### src/rtl/cmb_pkg.sv
package cmb_pkg;

  // Word slot inside a register bank, decoded from address bits [3:2]
  typedef enum logic [1:0] {
    SLOT_EN_SET = 2'd0,
    SLOT_EN_CLR = 2'd1,
    SLOT_RAW    = 2'd2,
    SLOT_MSK    = 2'd3
  } slot_e;

  localparam int unsigned BANK_BYTES = 16;

  // Flat bit index of source s within group g
  function automatic int unsigned flat_bit(int unsigned g, int unsigned s, int unsigned srcw);
    return g * srcw + s;
  endfunction

  // Bank that holds group g
  function automatic int unsigned bank_of(int unsigned g, int unsigned gpb);
    return g / gpb;
  endfunction

endpackage

### src/rtl/cmb_addr_decode.sv
module cmb_addr_decode
  import cmb_pkg::*;
#(
  parameter int unsigned ADDR_W    = 12,
  parameter int unsigned BANKS     = 8,
  parameter int unsigned COMB_ADDR = 256,
  localparam int unsigned BIDX_W   = (BANKS > 1) ? $clog2(BANKS) : 1
) (
  input  logic [ADDR_W-1:0] addr,
  output logic              hit_bank,
  output logic              hit_comb,
  output logic [BIDX_W-1:0] bank_idx,
  output slot_e             slot
);

  localparam int unsigned SHIFT = $clog2(BANK_BYTES);

  logic [ADDR_W-1:0] word_addr;
  logic [ADDR_W-1:0] bank_num;

  always_comb begin
    word_addr = {addr[ADDR_W-1:2], 2'b00};
    bank_num  = word_addr >> SHIFT;
    hit_bank  = bank_num < ADDR_W'(BANKS);
    hit_comb  = word_addr == ADDR_W'(COMB_ADDR);
    bank_idx  = BIDX_W'(bank_num);
    slot      = slot_e'(addr[3:2]);
  end

endmodule

### src/rtl/cmb_enable_bank.sv
module cmb_enable_bank #(
  parameter int unsigned DATA_W = 32,
  parameter logic [DATA_W-1:0] VALID = '1
) (
  input  logic              clk,
  input  logic              rst_n,
  input  logic              set_we,
  input  logic              clr_we,
  input  logic [DATA_W-1:0] wdata,
  output logic [DATA_W-1:0] en_q
);

  logic [DATA_W-1:0] set_bits;
  logic [DATA_W-1:0] en_d;

  always_comb begin
    set_bits = wdata & VALID;
    en_d     = en_q;
    if (set_we) en_d = en_q | set_bits;
    else if (clr_we) en_d = en_q & ~wdata;
  end

  always_ff @(posedge clk or negedge rst_n) begin
    if (!rst_n) en_q <= '0;
    else        en_q <= en_d;
  end

  AST_SET_TAKES: assert property (@(posedge clk) disable iff (!rst_n)
    set_we |=> ((en_q & $past(wdata & VALID)) == $past(wdata & VALID)));
  AST_CLR_TAKES: assert property (@(posedge clk) disable iff (!rst_n)
    (clr_we && !set_we) |=> ((en_q & $past(wdata)) == '0));
  AST_IDLE_HOLDS: assert property (@(posedge clk) disable iff (!rst_n)
    (!set_we && !clr_we) |=> $stable(en_q));
  AST_RESV_NO_EN: assert property (@(posedge clk) disable iff (!rst_n)
    (en_q & ~VALID) == '0);

endmodule

### src/rtl/cmb_group_reduce.sv
module cmb_group_reduce #(
  parameter int unsigned GROUPS = 32,
  parameter int unsigned SRC_W  = 8,
  parameter logic [GROUPS-1:0] RESV = '0,
  localparam int unsigned NSRC  = GROUPS * SRC_W
) (
  input  logic              clk,
  input  logic              rst_n,
  input  logic [NSRC-1:0]   masked,
  output logic [GROUPS-1:0] grp_q
);

  logic [GROUPS-1:0] grp_any;

  for (genvar g = 0; g < GROUPS; g++) begin : g_grp
    if (RESV[g]) begin : g_resv
      assign grp_any[g] = 1'b0;
    end else begin : g_live
      assign grp_any[g] = |masked[g*SRC_W +: SRC_W];
    end
  end

  always_ff @(posedge clk or negedge rst_n) begin
    if (!rst_n) grp_q <= '0;
    else        grp_q <= grp_any;
  end

  AST_RESV_SILENT: assert property (@(posedge clk) disable iff (!rst_n)
    (grp_q & RESV) == '0);

endmodule

### src/rtl/cmb_read_mux.sv
module cmb_read_mux
  import cmb_pkg::*;
#(
  parameter int unsigned DATA_W = 32,
  parameter int unsigned BANKS  = 8,
  parameter int unsigned GROUPS = 32,
  localparam int unsigned NSRC  = DATA_W * BANKS,
  localparam int unsigned BIDX_W = (BANKS > 1) ? $clog2(BANKS) : 1
) (
  input  logic              clk,
  input  logic              rst_n,
  input  logic              hit_bank,
  input  logic              hit_comb,
  input  logic [BIDX_W-1:0] bank_idx,
  input  slot_e             slot,
  input  logic [NSRC-1:0]   en_all,
  input  logic [NSRC-1:0]   raw_all,
  input  logic [GROUPS-1:0] grp_q,
  output logic [DATA_W-1:0] rdata
);

  logic [DATA_W-1:0] en_word;
  logic [DATA_W-1:0] raw_word;

  always_comb begin
    en_word  = en_all[bank_idx*DATA_W +: DATA_W];
    raw_word = raw_all[bank_idx*DATA_W +: DATA_W];
    rdata    = '0;
    if (hit_bank) begin
      unique case (slot)
        SLOT_EN_SET, SLOT_EN_CLR: rdata = en_word;
        SLOT_RAW:                 rdata = raw_word;
        SLOT_MSK:                 rdata = raw_word & en_word;
        default:                  rdata = '0;
      endcase
    end else if (hit_comb) begin
      rdata = DATA_W'(grp_q);
    end
  end

  AST_MSK_WITHIN_RAW: assert property (@(posedge clk) disable iff (!rst_n)
    (hit_bank && slot == SLOT_MSK) |-> ((rdata & ~raw_word) == '0));

endmodule

### src/rtl/grp_irq_combiner.sv
module grp_irq_combiner
  import cmb_pkg::*;
#(
  parameter int unsigned GROUPS       = 32,
  parameter int unsigned SRC_W        = 8,
  parameter int unsigned GRP_PER_BANK = 4,
  parameter int unsigned ADDR_W       = 12,
  parameter int unsigned COMB_ADDR    = 256,
  parameter logic [31:0] RESV_GROUPS  = 32'h0000_5000
) (
  input  logic                       clk,
  input  logic                       rst_n,
  input  logic [GROUPS*SRC_W-1:0]    src_lvl,
  input  logic [ADDR_W-1:0]          reg_addr,
  input  logic                       reg_wen,
  input  logic [SRC_W*GRP_PER_BANK-1:0] reg_wdata,
  output logic [SRC_W*GRP_PER_BANK-1:0] reg_rdata,
  output logic [GROUPS-1:0]          grp_irq
);

  localparam int unsigned DATA_W = SRC_W * GRP_PER_BANK;
  localparam int unsigned BANKS  = GROUPS / GRP_PER_BANK;
  localparam int unsigned NSRC   = GROUPS * SRC_W;
  localparam int unsigned BIDX_W = (BANKS > 1) ? $clog2(BANKS) : 1;
  localparam logic [GROUPS-1:0] RESV = GROUPS'(RESV_GROUPS);

  // Bits of bank b that belong to live groups
  function automatic logic [DATA_W-1:0] bank_keep(int unsigned b);
    logic [DATA_W-1:0] k;
    k = '0;
    for (int unsigned j = 0; j < GRP_PER_BANK; j++) begin
      if (!RESV[b*GRP_PER_BANK + j]) k[j*SRC_W +: SRC_W] = '1;
    end
    return k;
  endfunction

  logic              hit_bank;
  logic              hit_comb;
  logic [BIDX_W-1:0] bank_idx;
  slot_e             slot;
  logic [NSRC-1:0]   en_all;
  logic [NSRC-1:0]   keep_all;
  logic [NSRC-1:0]   raw_all;
  logic [NSRC-1:0]   masked_all;
  logic [GROUPS-1:0] grp_q;

  cmb_addr_decode #(
    .ADDR_W(ADDR_W), .BANKS(BANKS), .COMB_ADDR(COMB_ADDR)
  ) u_dec (
    .addr(reg_addr), .hit_bank(hit_bank), .hit_comb(hit_comb),
    .bank_idx(bank_idx), .slot(slot)
  );

  for (genvar b = 0; b < BANKS; b++) begin : g_bank
    localparam logic [DATA_W-1:0] KEEP = bank_keep(b);
    logic set_we;
    logic clr_we;
    assign set_we = reg_wen && hit_bank && (bank_idx == BIDX_W'(b)) && (slot == SLOT_EN_SET);
    assign clr_we = reg_wen && hit_bank && (bank_idx == BIDX_W'(b)) && (slot == SLOT_EN_CLR);
    assign keep_all[b*DATA_W +: DATA_W] = KEEP;

    cmb_enable_bank #(.DATA_W(DATA_W), .VALID(KEEP)) u_en (
      .clk(clk), .rst_n(rst_n), .set_we(set_we), .clr_we(clr_we),
      .wdata(reg_wdata), .en_q(en_all[b*DATA_W +: DATA_W])
    );
  end

  assign raw_all    = src_lvl & keep_all;
  assign masked_all = raw_all & en_all;

  cmb_group_reduce #(.GROUPS(GROUPS), .SRC_W(SRC_W), .RESV(RESV)) u_red (
    .clk(clk), .rst_n(rst_n), .masked(masked_all), .grp_q(grp_q)
  );

  cmb_read_mux #(.DATA_W(DATA_W), .BANKS(BANKS), .GROUPS(GROUPS)) u_rd (
    .clk(clk), .rst_n(rst_n), .hit_bank(hit_bank), .hit_comb(hit_comb),
    .bank_idx(bank_idx), .slot(slot), .en_all(en_all), .raw_all(raw_all),
    .grp_q(grp_q), .rdata(reg_rdata)
  );

  assign grp_irq = grp_q;

  AST_SUMMARY_IS_LINES: assert property (@(posedge clk) disable iff (!rst_n)
    hit_comb |-> (reg_rdata == DATA_W'(grp_irq)));
  AST_UNMAPPED_ZERO: assert property (@(posedge clk) disable iff (!rst_n)
    (!hit_bank && !hit_comb) |-> (reg_rdata == '0));
  AST_RESV_LINES_LOW: assert property (@(posedge clk) disable iff (!rst_n)
    (grp_irq & RESV) == '0);

endmodule

### config.mk
export PLATFORM = sky130hd
export DESIGN_NAME = grp_irq_combiner
export DESIGN_NICKNAME = d
export VERILOG_FILES = /design/src/rtl/cmb_pkg.sv /design/src/rtl/cmb_addr_decode.sv /design/src/rtl/cmb_enable_bank.sv /design/src/rtl/cmb_group_reduce.sv /design/src/rtl/cmb_read_mux.sv /design/src/rtl/grp_irq_combiner.sv
export SDC_FILE = /design/constraint.sdc
export NUM_CORES = 1
export LEC_CHECK = 0
export ABC_AREA = 1
export CAP_MARGIN = 20
export CORE_MARGIN = 10
export CORE_UTILIZATION = 35
export CTS_CLUSTER_SIZE = 20
export DETAILED_ROUTE_END_ITERATION = 12
export GPL_TIMING_DRIVEN = 0
export SLEW_MARGIN = 10
export SYNTH_ARGS = -nofsm -noshare
export SYNTH_HDL_FRONTEND = slang
export SYNTH_SLANG_ARGS = --single-unit
### constraint.sdc
create_clock -name clk -period 3.8 [get_ports clk]
set_clock_uncertainty 0.15 [all_clocks]
set_input_delay 1.14 -clock clk [delete_from_list [all_inputs] [get_ports clk]]
set_output_delay 1.14 -clock clk [all_outputs]
set_load 0.02 [all_outputs]
Word-level counts from Yosys, hierarchy flattened
Index checks and enable logic that the tools add are counted.
W data, S select, Z words.
- $lt $le $gt $ge: 1
- reductions and logical operators: 66
- bitwise operators: 19
- shifts and indexed selects: 2
- muxes and demuxes: 19
- equality and inequality tests: 11
- operators with widths (cell ; count):
    $mux W32 ; 18
    $shiftx A256 B9 Y32 ; 2
    $and A32 B32 Y32 ; 9
    $and A256 B256 Y256 ; 1
    $or A32 B32 Y32 ; 8
    $reduce_or A8 Y1 ; 30
    $pmux W32 S3 ; 1
    $not A32 Y32 ; 1
    $logic_and A1 B1 Y1 ; 25
    $reduce_bool A2 Y1 ; 8
    $eq A3 B3 Y1 const B ; 4
    $eq A10 B7 Y1 const B ; 1
    $lt A8 B4 Y1 const B ; 1
    $eq A3 B2 Y1 const B ; 2
    $eq A2 B2 Y1 const B ; 2
    $eq A3 B1 Y1 const B ; 1
    $logic_not A3 Y1 ; 1
    $eq A2 B1 Y1 const B ; 1
    $logic_not A2 Y1 ; 1
    $reduce_or A2 Y1 ; 1
- word-level logic and storage cells: 127
- bits in registers: 286
- input bits: 303
- output and inout bits: 64

Depth between registers and ports, before layout
- depth in word-level cells: 6
- depth in mapped cells: 12
- mapped depth without buffers: 9

Modules after synthesis
Synthesis repeated with hierarchy kept, for this count alone.
- cells, all modules: 3827
- area total of the unflattened synthesis: 21667.0 um2
- by module, submodules not included (module ; area an instance (um2) ; sequential area each (um2) ; cells an instance ; times used):
    cmb_enable_bank (g_bank[0].u_en ...) ; 1337.5 ; 800.8 ; 166 ; 7
    cmb_read_mux ; 6406.1 ; 0.0 ; 1495 ; 1
    cmb_group_reduce ; 2458.6 ; 750.7 ; 483 ; 1
    grp_irq_combiner ; 2001.9 ; 0.0 ; 520 ; 1
    cmb_enable_bank (g_bank[3].u_en) ; 1353.8 ; 800.8 ; 151 ; 1
    cmb_addr_decode ; 83.8 ; 0.0 ; 16 ; 1

Worst setup path after synthesis
Ideal clock, no wire load.
- kind: input to output
- start: input port reg_addr[4]
- end: output port reg_rdata[12]
- path slack: 0.176 ns
- required time: 2.510 ns
- stages: 10
- arrival: 2.334 ns
- path through: buf_4 -> inv_2 -> buf_2 -> buf_2 -> nand2_1 -> a21oi_1 -> o21ai_0 -> nand2_1 -> nor2_1 -> nor2_1
- cells in the longest elaborated chain, start to end: 4
- ends and longest elaborated chain (element ; RTL line ; source):
    from (decl) ; grp_irq_combiner.sv:14 ; input logic [ADDR_W-1:0] reg_addr,
    $shiftx A256 B9 Y32 (on tied branches) ; cmb_read_mux.sv:27, cmb_read_mux.sv:26 ;
    $and A32 B32 Y32 ; cmb_read_mux.sv:33 ; SLOT_MSK: rdata = raw_word & en_word;
    $pmux W32 S3 ; cmb_read_mux.sv:30 ; unique case (slot)
    $mux W32 (*) ; cmb_read_mux.sv:29 ; if (hit_bank) begin
    to (decl) ; grp_irq_combiner.sv:17 ; output logic [SRC_W*GRP_PER_BANK-1:0] reg_rdata,
Mark *: on every way between the ends. The rest lies on a longest branch, timed or not.

Worst setup path after layout
- start: input port reg_addr[4]
- end: output port reg_rdata[7]
The elaborated chain is that of the path after synthesis.

==> run summary <==
CP endpoint kind - output pin
Synth Area in Adders - 0
Yosys top cell area share - 0.396
Net Sw Power - 2.50 mW
Final ANT Viol Nets - 0
Internal power - 5.98 mW
Combinational share of power - 0.180
Fin cells - 3,947
Die Y - 247 µm
Final Max Tran Viols - 0
Synth area leader - dfrtp_1
DP Cell Count - 3,843
Flop pwr share - 0.373
Total power - 8.49 mW
Mux contribution to synthesized area - 0
Placer Congestion - 1.03
Most numerous cell in the Yosys netlist - nand2_1
Sequential fraction of the synthesis area - 0.396
DR vias/cell - 5.66
Slew @ Worst Pin - 1060 ps
Final setup violation count - 7
Switching Share - 0.295
Normalized max-slew margin - 0.293
Mean post-synth cell area - 6.41 µm²
Critical Path Fanout Max - 7
Core Rows - 83
RSZ-0062 raised after global routing - yes
Die ar. - 61,100 µm²
Total CTS buffers - 37
Fin. Hold Viols - 0
Critical Path Start Type - primary input
Ys async rst share - 1.00
Status - finished, violations left
FMAX - 260 MHz
Worst Path Arrival - 2560 ps
Post-DP HPWL - 77.3 mm
Fin area - 25,500 µm²
Layout cell share with drive strength beyond 1 - 0.124
Global Route Usage Sum - 0.324
Family with the most delay on the worst path - buffers and inverters
Routed WL per cell - 26.2 µm
DRC - 0
Area Overhead vs Synth - 41.3%
Via count - 22,327
Top FF cell, synth - dfrtp_1
Initial antenna violation count - 4
Worst-path cell chain - buf_16, buf_12, buf_16, buf_12, clkbuf_16, nand2_4, nand2_2, nand2_1, nand2_1, nand2_1, nand3_2, nand3_2, nand2_2, buf_6
PortBufs - 343
CTS tree - built
Failing checks - setup timing
Clk pwr share - 0.447
CP max stage cell - clkbuf_16
1st-iter DRT viols - 3,165
XOR/XNOR Fraction of Synth Area - 0
Chip Width - 247 µm
First drt pass iteration count - 6
Period utilization - 1.01
Max Cap Viol - 0
Worst EP required - 2510 ps
Maximum vdd ir drop - 252 µV
Number of synthesized flops with an enable pin - 0
Synth Instances - 2,816
Synth top area cells - dfrtp_1, nand2_1, o21ai_0, nand3_1, a221oi_1
Io pins - 367
Number of synthesized register bits - 286
Vias in the first global route - 21,395
Clk pin slew, worst setup/hold paths - 60 ps
Complex-gate fraction of the synthesized area - 0.130
Placed inst area - 22,400 µm²
First-pass GRT wire length - 145 mm
Commonest cells in the netlist - nand2_1, o21ai_0, dfrtp_1, nand3_1
Leak pwr - 13.3 nW
Worst-skew pair later-pin latency - 590 ps
Synth Area in Simple Gates - 0.411
Root buffer cell - clkbuf_16
Final worst slack - -45.9 ps
GRT overflow - 0
Fin util - 0.498
Cell area after synthesis - 18,100 µm²
Cell repeated most along the worst path - nand2_1
Hold_buf cts - 0
# clock sinks - 286
H-Tree Depth - 2
HP Class - in -> async
Post-synth cell types - 30
Crit path largest cell delay - 170 ps
Pwr dens - 333 nW/µm²
Worst Path Buf+Inv - 6
Core area - 51,200 µm²
Yosys warns - 0
Main combinational cell family by area after synthesis - simple AND/OR/NAND/NOR gates
Largest net degree at the start of global routing - 92
Initial core utilization - 0.353
Place WS - -1490 ps
Tmin final - 3850 ps
Crit Path Class - in -> out
Layout net count - 3,539
Clock buffer depth - 3
Final wirelength - 104 mm
worst register-to-register path: cells and delay by family, from the launching register on:
kind	cells	cell delay, ps
compound gates	1	580
flops	1	390
simple gates	3	450
through the flow:
step | TNS [ps] | hold slack [ps]
6_report | -177 | 341
5_1_grt | -964 | 374
4_1_cts | -49.3 | 345
3_5_place_dp | -40260 | 331
3_3_place_gp | -3347420 | 327
2_1_floorplan | 0 | 307
timing repair:
action / 4_1_cts / 5_1_grt
setup endpoints to repair: 32 / 32
buffers inserted: 15 / 6
gates resized for setup: 411 / 187
pin swaps: 7 / 51
gates cloned: 4 / 10
kinds of logic (layout without fill, tap and decap cells):
group / after synthesis / count (layout)
AND/OR/NAND/NOR: 1867 / 1867
flip-flops: 286 / 286
AO/OA/AOI/OAI: 424 / 424
buffers and inverters: 238 / 685
other: 1 / 5
cell type report:
class | instances | area (µm²)
flip-flops and latches | 286 | 7160
plain buffers | 172 | 1670
diodes | 3 | 7.51
well taps | 680 | 851
clock buffers | 49 | 991
fillers | 5106 | 25700
clock inverters | 18 | 267
inverters | 65 | 269
multi-input cells | 2293 | 10200
repair buffers | 381 | 4090
power by group through the flow:
stage               Combinational (mW)  Sequential [mW]  Clock [mW]
floorplan                        0.463             3.21           0
global placement                  1.27             3.22           0
detailed placement                1.29             3.22           0
CTS                               1.39             3.16        3.79
global route                      1.60             3.17        3.90
finish                            1.53             3.17        3.79
path summary, 6_finish.rpt:
check	from	endpoint	slack, ps	cells after the start
worst max-delay path	reg_addr[4]	reg_rdata[7]	-50	14
worst min-delay path	rst_n	u_red.grp_q[3]$_DFF_PN0_	340	1
worst max register to register	register	u_red.grp_q[26]$_DFF_PN0_	2020	4
worst min register to register	g_bank[3].u_en.en_q[0]$_DFFE_PN0P_	g_bank[3].u_en.en_q[0]$_DFFE_PN0P_	340	2
max in group asynchronous	rst_n	async pin	1860	3
min in group clk	g_bank[3].u_en.en_q[0]$_DFFE_PN0P_	g_bank[3].u_en.en_q[0]$_DFFE_PN0P_	340	2
per-layer routing:
metal / vias up / track usage / wire (µm)
met5: - / 0 / 8
met4: 2 / 0.170 / 5870
met3: 311 / 0.0778 / 12400
met2: 1559 / 0.503 / 45600
met1: 10599 / 0.413 / 39700
li1: 9856 / - / -
placed cells by master (no fill, tap or decap), types with 4 or more instances in the layout:
master | netlist | layout
dlymetal6s2s_1 | 0 | 5
dfrtp_1 | 286 | 286
nand2_1 | 1662 | 1608
buf_16 | 0 | 8
nand3_2 | 4 | 46
nand3_1 | 161 | 117
nor2_4 | 6 | 10
buf_4 | 19 | 55
nand3_4 | 2 | 4
nand2_4 | 0 | 8
clkbuf_1 | 47 | 43
inv_1 | 61 | 59
a21oi_1 | 21 | 20
o21ai_0 | 302 | 300
nand2_2 | 3 | 49
clkdlybuf4s50_1 | 0 | 298
nor2_1 | 17 | 14
a22o_1 | 19 | 19
clkbuf_4 | 0 | 5
buf_12 | 0 | 29
clkbuf_16 | 0 | 47
clkinv_2 | 0 | 9
clkbuf_2 | 10 | 15
o21ai_1 | 42 | 44
a221oi_1 | 40 | 40
bufinv_16 | 0 | 6
buf_2 | 61 | 25
buf_6 | 10 | 45
buf_8 | 1 | 21
No activity file was read; power rests on OpenSTA's default activity.
